## src/rtl/wbs_pkg.sv

```systemverilog
package wbs_pkg;
   typedef enum logic [1:0] {
      BR_PLAIN = 2'b00,
      BR_JUMP  = 2'b01,
      BR_JOIN  = 2'b10,
      BR_LOOP  = 2'b11
   } br_kind_e;

   typedef enum logic [1:0] {
      TRK_IDLE   = 2'b00,
      TRK_OPEN   = 2'b01,
      TRK_CLOSED = 2'b10
   } trk_state_e;

   typedef enum logic [1:0] {
      LC_NONE   = 2'b00,
      LC_EARLY  = 2'b01,
      LC_LATE   = 2'b10,
      LC_NOEXIT = 2'b11
   } loop_class_e;
endpackage

```

## src/rtl/wbs_loop_track.sv

```systemverilog
module wbs_loop_track
   import wbs_pkg::*;
#(
   parameter int PC_W    = 32,
   parameter int ITER_W  = 8,
   parameter bit SAT_CNT = 1'b1
) (
   input  logic              clk,
   input  logic              rst_n,
   input  logic              claim,
   input  logic [PC_W-1:0]   claim_pc,
   input  logic              claim_taken,
   input  logic              done,
   output trk_state_e        state,
   output logic [PC_W-1:0]   trk_pc,
   output logic [ITER_W-1:0] trk_cnt
);
   localparam logic [ITER_W-1:0] CNT_MAX = {ITER_W{1'b1}};
   localparam logic [ITER_W-1:0] CNT_ONE = ITER_W'(1);

   logic [ITER_W-1:0] cnt_inc;

   generate
      if (SAT_CNT) begin : g_sat
         assign cnt_inc = (trk_cnt == CNT_MAX) ? trk_cnt : trk_cnt + CNT_ONE;
      end else begin : g_wrap
         assign cnt_inc = trk_cnt + CNT_ONE;
      end
   endgenerate

   always_ff @(posedge clk) begin
      if (!rst_n) begin
         state   <= TRK_IDLE;
         trk_pc  <= '0;
         trk_cnt <= '0;
      end else if (done) begin
         state <= TRK_IDLE;
      end else if (claim) begin
         if (state == TRK_IDLE) begin
            trk_pc  <= claim_pc;
            trk_cnt <= CNT_ONE;
         end else begin
            trk_cnt <= cnt_inc;
         end
         state <= claim_taken ? TRK_OPEN : TRK_CLOSED;
      end
   end

   // each accepted fetch on an open loop adds one to the count
   p_count_step_r5: assert property (@(posedge clk) disable iff (!rst_n)
      (claim && !done && state == TRK_OPEN && trk_cnt != CNT_MAX)
      |=> (trk_cnt == $past(trk_cnt) + CNT_ONE));
   // fetch side never claims while a resolution clears the tracker
   p_claim_excl_r11: assert property (@(posedge clk) disable iff (!rst_n)
      !(claim && done));
   // a closed tracker accepts no more fetches
   p_closed_hold_r5: assert property (@(posedge clk) disable iff (!rst_n)
      (state == TRK_CLOSED) |-> !claim);
endmodule

```

## src/rtl/wbs_fetch_decide.sv

```systemverilog
module wbs_fetch_decide
   import wbs_pkg::*;
#(
   parameter int PC_W = 32
) (
   input  logic            clk,
   input  logic            rst_n,
   input  logic            br_valid,
   input  logic [1:0]      br_type,
   input  logic            br_pred_taken,
   input  logic            br_conf_high,
   input  logic            block,
   input  logic            loop_ok,
   output logic            redir_valid,
   output logic            fetch_pred,
   output logic            claim
);
   logic go, low;
   br_kind_e kind;

   assign kind = br_kind_e'(br_type);
   assign go   = br_valid && !block;
   assign low  = !br_conf_high && (kind != BR_PLAIN);

   always_comb begin
      redir_valid = 1'b0;
      fetch_pred  = 1'b0;
      claim       = 1'b0;
      if (go) begin
         if (low && kind == BR_LOOP && loop_ok) begin
            fetch_pred  = 1'b1;
            claim       = 1'b1;
            redir_valid = br_pred_taken;
         end else if (low && kind != BR_LOOP) begin
            fetch_pred  = 1'b1;
         end else begin
            redir_valid = br_pred_taken;
         end
      end
   end

   // predicated jump/join fetch falls through
   p_jj_fallthru_r3: assert property (@(posedge clk) disable iff (!rst_n)
      (fetch_pred && br_type != 2'b11) |-> !redir_valid);
   // nothing is steered in a blocked cycle
   p_block_quiet_r11: assert property (@(posedge clk) disable iff (!rst_n)
      block |-> (!redir_valid && !fetch_pred && !claim));
endmodule

```

## src/rtl/wbs_resolve.sv

```systemverilog
module wbs_resolve
   import wbs_pkg::*;
#(
   parameter int ITER_W = 8
) (
   input  logic              clk,
   input  logic              rst_n,
   input  logic              res_valid,
   input  logic [1:0]        res_type,
   input  logic              res_pmode,
   input  logic              res_pred_taken,
   input  logic              res_taken,
   input  logic [ITER_W-1:0] res_iters,
   input  trk_state_e        state,
   input  logic [ITER_W-1:0] trk_cnt,
   output logic              flush,
   output loop_class_e       cls,
   output logic              done
);
   assign done = res_valid && res_pmode && (res_type == BR_LOOP) && (state != TRK_IDLE);

   always_comb begin
      flush = 1'b0;
      cls   = LC_NONE;
      if (res_valid) begin
         if (!res_pmode) begin
            flush = (res_taken != res_pred_taken);
         end else if (done) begin
            if (state == TRK_OPEN) begin
               flush = 1'b1;
               cls   = LC_NOEXIT;
            end else if (res_iters > trk_cnt) begin
               flush = 1'b1;
               cls   = LC_EARLY;
            end else if (res_iters < trk_cnt) begin
               cls   = LC_LATE;
            end
         end
      end
   end

   // no flush without a resolution
   p_flush_needs_res_r10: assert property (@(posedge clk) disable iff (!rst_n)
      flush |-> res_valid);
   // predicated jump/join resolutions never flush
   p_jj_noflush_r4: assert property (@(posedge clk) disable iff (!rst_n)
      (res_valid && res_pmode && res_type != 2'b11) |-> (!flush && cls == LC_NONE));
   // a tracked resolution returns the tracker to idle
   p_done_idle_r9: assert property (@(posedge clk) disable iff (!rst_n)
      done |=> (state == TRK_IDLE));
endmodule

```

## src/rtl/wbs_steer.sv

```systemverilog
module wbs_steer
   import wbs_pkg::*;
#(
   parameter int PC_W    = 32,
   parameter int ITER_W  = 8,
   parameter bit SAT_CNT = 1'b1
) (
   input  logic              clk,
   input  logic              rst_n,
   input  logic              br_valid,
   input  logic [1:0]        br_type,
   input  logic [PC_W-1:0]   br_pc,
   input  logic [PC_W-1:0]   br_target,
   input  logic              br_pred_taken,
   input  logic              br_conf_high,
   input  logic              res_valid,
   input  logic [1:0]        res_type,
   input  logic              res_pmode,
   input  logic              res_pred_taken,
   input  logic              res_taken,
   input  logic [PC_W-1:0]   res_pc,
   input  logic [ITER_W-1:0] res_iters,
   output logic              redir_valid,
   output logic [PC_W-1:0]   redir_pc,
   output logic              fetch_pred,
   output logic              flush,
   output logic [PC_W-1:0]   flush_pc,
   output logic [1:0]        loop_class
);
   generate
      if (PC_W < 8)   begin : g_bad_pc   $error("PC_W must be at least 8");   end
      if (ITER_W < 2) begin : g_bad_iter $error("ITER_W must be at least 2"); end
   endgenerate

   trk_state_e        state;
   logic [PC_W-1:0]   trk_pc;
   logic [ITER_W-1:0] trk_cnt;
   logic              claim, done, loop_ok;
   loop_class_e       cls;

   assign loop_ok = !done && ((state == TRK_IDLE) ||
                              (state == TRK_OPEN && br_pc == trk_pc));

   wbs_resolve #(.ITER_W(ITER_W)) u_res (
      .clk(clk), .rst_n(rst_n),
      .res_valid(res_valid), .res_type(res_type), .res_pmode(res_pmode),
      .res_pred_taken(res_pred_taken), .res_taken(res_taken),
      .res_iters(res_iters), .state(state), .trk_cnt(trk_cnt),
      .flush(flush), .cls(cls), .done(done)
   );

   wbs_fetch_decide #(.PC_W(PC_W)) u_dec (
      .clk(clk), .rst_n(rst_n),
      .br_valid(br_valid), .br_type(br_type), .br_pred_taken(br_pred_taken),
      .br_conf_high(br_conf_high), .block(flush), .loop_ok(loop_ok),
      .redir_valid(redir_valid), .fetch_pred(fetch_pred), .claim(claim)
   );

   wbs_loop_track #(.PC_W(PC_W), .ITER_W(ITER_W), .SAT_CNT(SAT_CNT)) u_trk (
      .clk(clk), .rst_n(rst_n),
      .claim(claim), .claim_pc(br_pc), .claim_taken(br_pred_taken),
      .done(done), .state(state), .trk_pc(trk_pc), .trk_cnt(trk_cnt)
   );

   assign redir_pc   = br_target;
   assign flush_pc   = res_pc;
   assign loop_class = cls;

   // a flush cycle carries no fetch steering
   p_flush_blocks_fetch_r11: assert property (@(posedge clk) disable iff (!rst_n)
      flush |-> (!redir_valid && !fetch_pred));
   // a high-confidence branch is never predicated
   p_high_not_pred_r1: assert property (@(posedge clk) disable iff (!rst_n)
      (br_valid && br_conf_high) |-> !fetch_pred);
endmodule

```

## config.mk

```make
export PLATFORM = sky130hd
export DESIGN_NAME = wbs_steer
export DESIGN_NICKNAME = d
export VERILOG_FILES = /design/src/rtl/wbs_pkg.sv /design/src/rtl/wbs_loop_track.sv /design/src/rtl/wbs_fetch_decide.sv /design/src/rtl/wbs_resolve.sv /design/src/rtl/wbs_steer.sv
export SDC_FILE = /design/constraint.sdc
export NUM_CORES = 1
export LEC_CHECK = 0
export ABC_AREA = 0
export CORE_UTILIZATION = 40
export CTS_CLUSTER_DIAMETER = 30
export DETAILED_ROUTE_END_ITERATION = 12
export PLACE_DENSITY = 0.86
export SYNTH_ARGS = -nofsm -noshare
export SYNTH_HDL_FRONTEND = slang
export SYNTH_SLANG_ARGS = --single-unit
```

## constraint.sdc

```tcl
create_clock -name clk -period 3.6 [get_ports clk]
set_input_delay 0.72 -clock clk [delete_from_list [all_inputs] [get_ports clk]]
set_output_delay 0.72 -clock clk [all_outputs]
set_load 0.02 [all_outputs]
```

=== Word level (Yosys, flattened, before mapping) ===
Cells that the tools add are included.
Widths: inputs -> output; s select.

* $add $sub $neg: 1
* $lt $le $gt $ge: 2
* Equal/unequal tests: 8
* Muxes and demuxes: 22
* Bitwise operators: 2
* Reduce and logical (&&, ||, !) cells: 20

{| class="wikitable"
|+ Operators by type and width
! cell !! number
|-
| $eq 32x32->1 || 1
|-
| $mux 8 || 2
|-
| $mux 2 || 7
|-
| $mux 1 || 13
|-
| $logic_and 1x1->1 || 10
|-
| $add 8x1->8 const B || 1
|-
| $eq 8x8->1 const B || 1
|-
| $gt 8x8->1 || 1
|-
| $lt 8x8->1 || 1
|-
| $reduce_and 3->1 || 2
|-
| $eq 2x2->1 const B || 2
|-
| $ne 2x2->1 const B || 2
|-
| $reduce_bool 2->1 || 2
|-
| $logic_not 1->1 || 3
|-
| $eq 2x1->1 const B || 1
|-
| $logic_not 2->1 || 1
|-
| $not 1->1 || 2
|-
| $reduce_or 2->1 || 1
|-
| $logic_or 1x1->1 || 1
|-
| $ne 1x1->1 || 1
|}

* Register bits after elaboration: 42
* Input port bits: 117
* Output and inout port bits: 69

=== Logic depth before layout (Yosys ltp) ===
* Depth in word-level cells: 10
* Mapped depth: 8

=== Hierarchy ===
A second synthesis with hierarchy kept.

* Cells, all modules: 357
* Area total of the unflattened synthesis: 2862.7 sq um

{| class="wikitable"
|+ By module, submodules not included
! module !! times used !! cells each !! area an instance (sq um) !! seq. area each (sq um)
|-
| wbs_loop_track || 1 || 204 || 1670.4 || 840.8
|-
| wbs_steer || 1 || 108 || 839.6 || 0.0
|-
| wbs_resolve || 1 || 38 || 295.3 || 0.0
|-
| wbs_fetch_decide || 1 || 7 || 57.6 || 0.0
|}

=== Worst setup path before layout ===
OpenSTA, ideal clock, no wires.

* Kind: input to output
* Start: input port res_iters[1]
* End: output port flush
* Arrival: 2.524 ns
* Path slack: 0.356 ns
* Stages: 7
* Path buffers: 0
* Path through: ha_1 nor2b_1 o21a_1 o21a_1 o21bai_1 a311oi_1 o211a_1

* Word-level cells in the longest chain between the ends: 6

{| class="wikitable"
|+ Ends and longest elaborated chain
! item !! line !! RTL
|-
| start: declaration || wbs_steer.sv:22 || <nowiki>input logic [ITER_W-1:0] res_iters,</nowiki>
|-
| $gt 8x8->1 || wbs_resolve.sv:32 || <nowiki>end else if (res_iters > trk_cnt) begin</nowiki>
|-
| $mux 1 || wbs_resolve.sv:32 ||
|-
| $mux 1 || wbs_resolve.sv:29 || <nowiki>if (state == TRK_OPEN) begin</nowiki>
|-
| $mux 1 || wbs_resolve.sv:28 || <nowiki>end else if (done) begin</nowiki>
|-
| $mux 1 || wbs_resolve.sv:26 || <nowiki>if (!res_pmode) begin</nowiki>
|-
| $mux 1 || wbs_resolve.sv:25 || <nowiki>if (res_valid) begin</nowiki>
|-
| end: declaration || wbs_steer.sv:26 || <nowiki>output logic flush,</nowiki>
|}

Every way passes these cells.

=== Final worst setup path ===
* Start: input port res_iters[1]
* End: output port fetch_pred

* Word-level cells in the longest chain between the ends: 9

{| class="wikitable"
|+ Ends and longest elaborated chain
! item !! line !! RTL
|-
| $gt 8x8->1 || wbs_resolve.sv:32 ||
|-
| $mux 1 || wbs_resolve.sv:32 ||
|-
| $mux 1 || wbs_resolve.sv:29 ||
|-
| $mux 1 || wbs_resolve.sv:28 ||
|-
| $mux 1 || wbs_resolve.sv:26 ||
|-
| $mux 1 || wbs_resolve.sv:25 ||
|-
| $logic_not 1->1 || wbs_fetch_decide.sv:22 || <nowiki>assign go = br_valid && !block;</nowiki>
|-
| $logic_and 1x1->1 || wbs_fetch_decide.sv:22 ||
|-
| $mux 1 || wbs_fetch_decide.sv:29 || <nowiki>if (go) begin</nowiki>
|-
| end: declaration || wbs_steer.sv:25 || <nowiki>output logic fetch_pred,</nowiki>
|}

Every way passes these cells.

==> metrics.txt <==
Synth top cells by count=74 x nand2_1, 64 x buf_4, 42 x dfxtp_1, 30 x xor2_1, 26 x a21boi_0; register area=840.8 um^2; Max Cap Violations=0; static leakage=about 1.3 nW; clock group share of total power=a little under a third; worst slack, placed=-0.3012 ns; VDD IR max=about 190 uV; number of H-tree levels=2; r2r startpoint=u_trk.state[0]$_SDFFE_PP0P_; Top Ports=186; worst hold path class=flip-flop to flip-flop; EDFF count, synth=0; die footprint=a little under 8000 um^2; DRC Markers=0; commonest register cell after synthesis=dfxtp_1; Synth-to-Final Area Change=12.31%; hold_ws=~0.47 ns; clk slew on worst S/H paths=about 0.080 ns; largest area contributor in the netlist=dfxtp_1; cell with the largest stage delay on the worst path=clkdlybuf4s50_1; Placeable Area=approximately 7000 um^2; routability cong.=approximately 0.85; path depth of the worst reg2reg path=6; area of the mapped netlist=around 3000 um^2; CP Capture Type=primary output; detailed placer's ending HPWL=4976 um; Sink Count=42; Yosys top cell area share=roughly 28%; CP cell instances=clkdlybuf4s50_1, ha_1, nor2b_1, o21a_1, o21a_1, o21bai_2, a311oi_2, buf_4, nor3_1, clkdlybuf4s15_2; Die Span X=87.98 um; critical path class=input port to primary output; Worst Path Max Fanout=3; most common cell in the netlist=nand2_1; endpoints failing setup=0; Buffers on Ports=57; Starting Density=a little over two fifths; Tmin final=3.510 ns; Gate Count Post-Synth=around 370; largest net degree at the start of global routing=35; crit path DAT=between 2 and 3 ns; reg-to-reg slack, setup=approximately 1.4 ns; most used cell, CP=o21a_1; worst-margin pin slew=about 0.8 ns; die height=roughly 88 um; antenna violations before repair=0; worst skew pair latency=0.30 ns; Max Root-Sink Buffers=2; syn_area_per_cell=8.012 um^2; crit-path max cell delay=roughly 0.41 ns; # diodes=0; DR vias=roughly 2400; library cells used by synthesis=47; Final Hold Vio Count=0; Psw=between 200 and 250 uW; PwrDens=between 200 and 300 nW/um^2; gr ovfl total=0; Routed WL=around 6400 um; Synth async-reset ratio=0%; CTS root buf=clkbuf_8; Final period util=a little over nine tenths; status=complete, no violations; Comb power frac=17.6%; Std-Cell Rows=30; synth warn=0; Fmax achieved=about 0.28 GHz; Final ANT Viol Nets=0; sequential area share after synthesis=28.44%; startpoint class of the critical path=input port; main area contributors after synthesis=dfxtp_1 28%, buf_4 16%, nand2_1 9.4%, xor2_1 8.9%, a21boi_0 6.6%; Avg WL per Cell=13.59 um; initial DRC count=roughly 110; Worst Path Required=about 2.9 ns; sw frac=approximately a quarter; global-route wire length before repair=10140 um; Endpoint, Worst Hold=u_trk.trk_pc[17]$_SDFFE_PN0P_; drt first pass iters=4; HP Start=u_trk.trk_pc[17]$_SDFFE_PN0P_; # Post-CTS Setup Buffers=0; Setup Skew=around 0.0066 ns; share of layout cells above drive strength 1=9.920%; Sequential Power Share=between 50 and 60%; fin worst setup slack=~0.090 ns; FF-to-FF End=u_trk.trk_cnt[1]$_SDFFE_PN0P_; number of global-route vias before repair=2268; vias per cell=around 5.1; worst hold path stage count=2; TritonCTS buffer count=5; Final Max Slew Viols=0; unrepaired setup endpoints after global routing=no; synthesized flop and latch total=42; Post-Syn Nets=495; GRT Total Usage=16.86%; TritonCTS clock tree=yes; area of the multi-input gates=between 1500 and 2000 um^2; Layout fillers=685; # nets final=around 500; Max-slew headroom=~47%; internal power=a little over 700 uW
## worst max-delay path by stage
stage / startpoint / end / cells after the start
2_1_floorplan: res_iters[1] / flush / 7
3_3_place_gp: res_iters[1] / redir_valid / 10
3_5_place_dp: res_iters[1] / redir_valid / 10
4_1_cts: res_iters[1] / redir_valid / 10
5_1_grt: res_iters[1] / fetch_pred / 10
6_report: res_iters[1] / fetch_pred / 10
## power by group through the flow
stage / Clock (mW) / Combinational, mW / Sequential, mW
floorplan: 0 / 0.178 / 0.489
CTS: 0.312 / 0.168 / 0.479
global route: 0.330 / 0.183 / 0.480
detailed placement: 0 / 0.168 / 0.490
finish: 0.302 / 0.167 / 0.479
global placement: 0 / 0.163 / 0.489
## flip-flops by register name, summed over array words and instances (netlist names)
register,cells
u_trk.state,2
u_trk.trk_cnt,8
u_trk.trk_pc,32
## cell type report
type,count,area share [%]
inverters,11,1.243
repair buffers,72,20.35
flip-flops and latches,42,25.32
clock inverters,2,0.4145
clock buffers,6,2.185
well taps,96,3.617
multi-input cells,240,46.87
## through the flow
stage,utilization (%),instance area [um^2],total power [mW],setup TNS [ns],cells
after floorplan,-,2957,0.6665,0,369
after global placement,46.24,3228,0.6521,-0.8245,461
after detailed placement,46.24,3228,0.6576,-0.8966,461
after CTS,47.58,3322,0.9592,0,469
after global routing,47.56,3321,0.9924,0,469
final,47.56,3321,0.9484,0,469
## placed cells by master, fill, tap and decap left out, drive strengths merged, types with 4 or more instances in the layout
cell type / n
nor3: 9
nor4: 8
a21boi: 32
xnor2: 4
clkbuf: 8
clkdlybuf4s50: 52
buf: 15
ha: 9
nand4: 5
and3: 5
xor2: 30
nor2: 4
o21ai: 10
nand2: 76
nand3: 6
dfxtp: 42
inv: 11
a21oi: 7
## worst max-delay path, delay by kind of cell
kind            cells  cell delay, ns
buf+inv             3            0.85
compound gates      4            0.60
simple gates        2            0.31
fa+ha+maj           1            0.31
## what timing repair did
item	in CTS	in global routing
gates cloned	0	0
pin swaps	0	0
hold buffers	0	0
endpoints found under the hold margin	0	0
resized for setup	9	7
setup endpoints to repair	5	4
## routing by layer
layer  up-vias  wire length [um]  GRT usage (%)
met1      1083              2620          19.16
met5         -                 0              0
met4         0               146          7.452
li1       1190                 -              -
met2        89              3123          29.53
met3        20               482          4.524
## kinds of logic (layout without fill, tap and decap cells)
group,Yosys count,after routing,share of synthesized area (%)
DFF,42,42,28.44
xor gates and xnor gates,34,34,10.07
buffers and inverters,87,91,19.55
muxes,2,2,0.6771
AOI/OAI and AO/OA,67,67,15.87
and+or+nand+nor,128,128,21.58
adders and majority gates,9,9,3.809
Power figures use the tool's default switching activity.
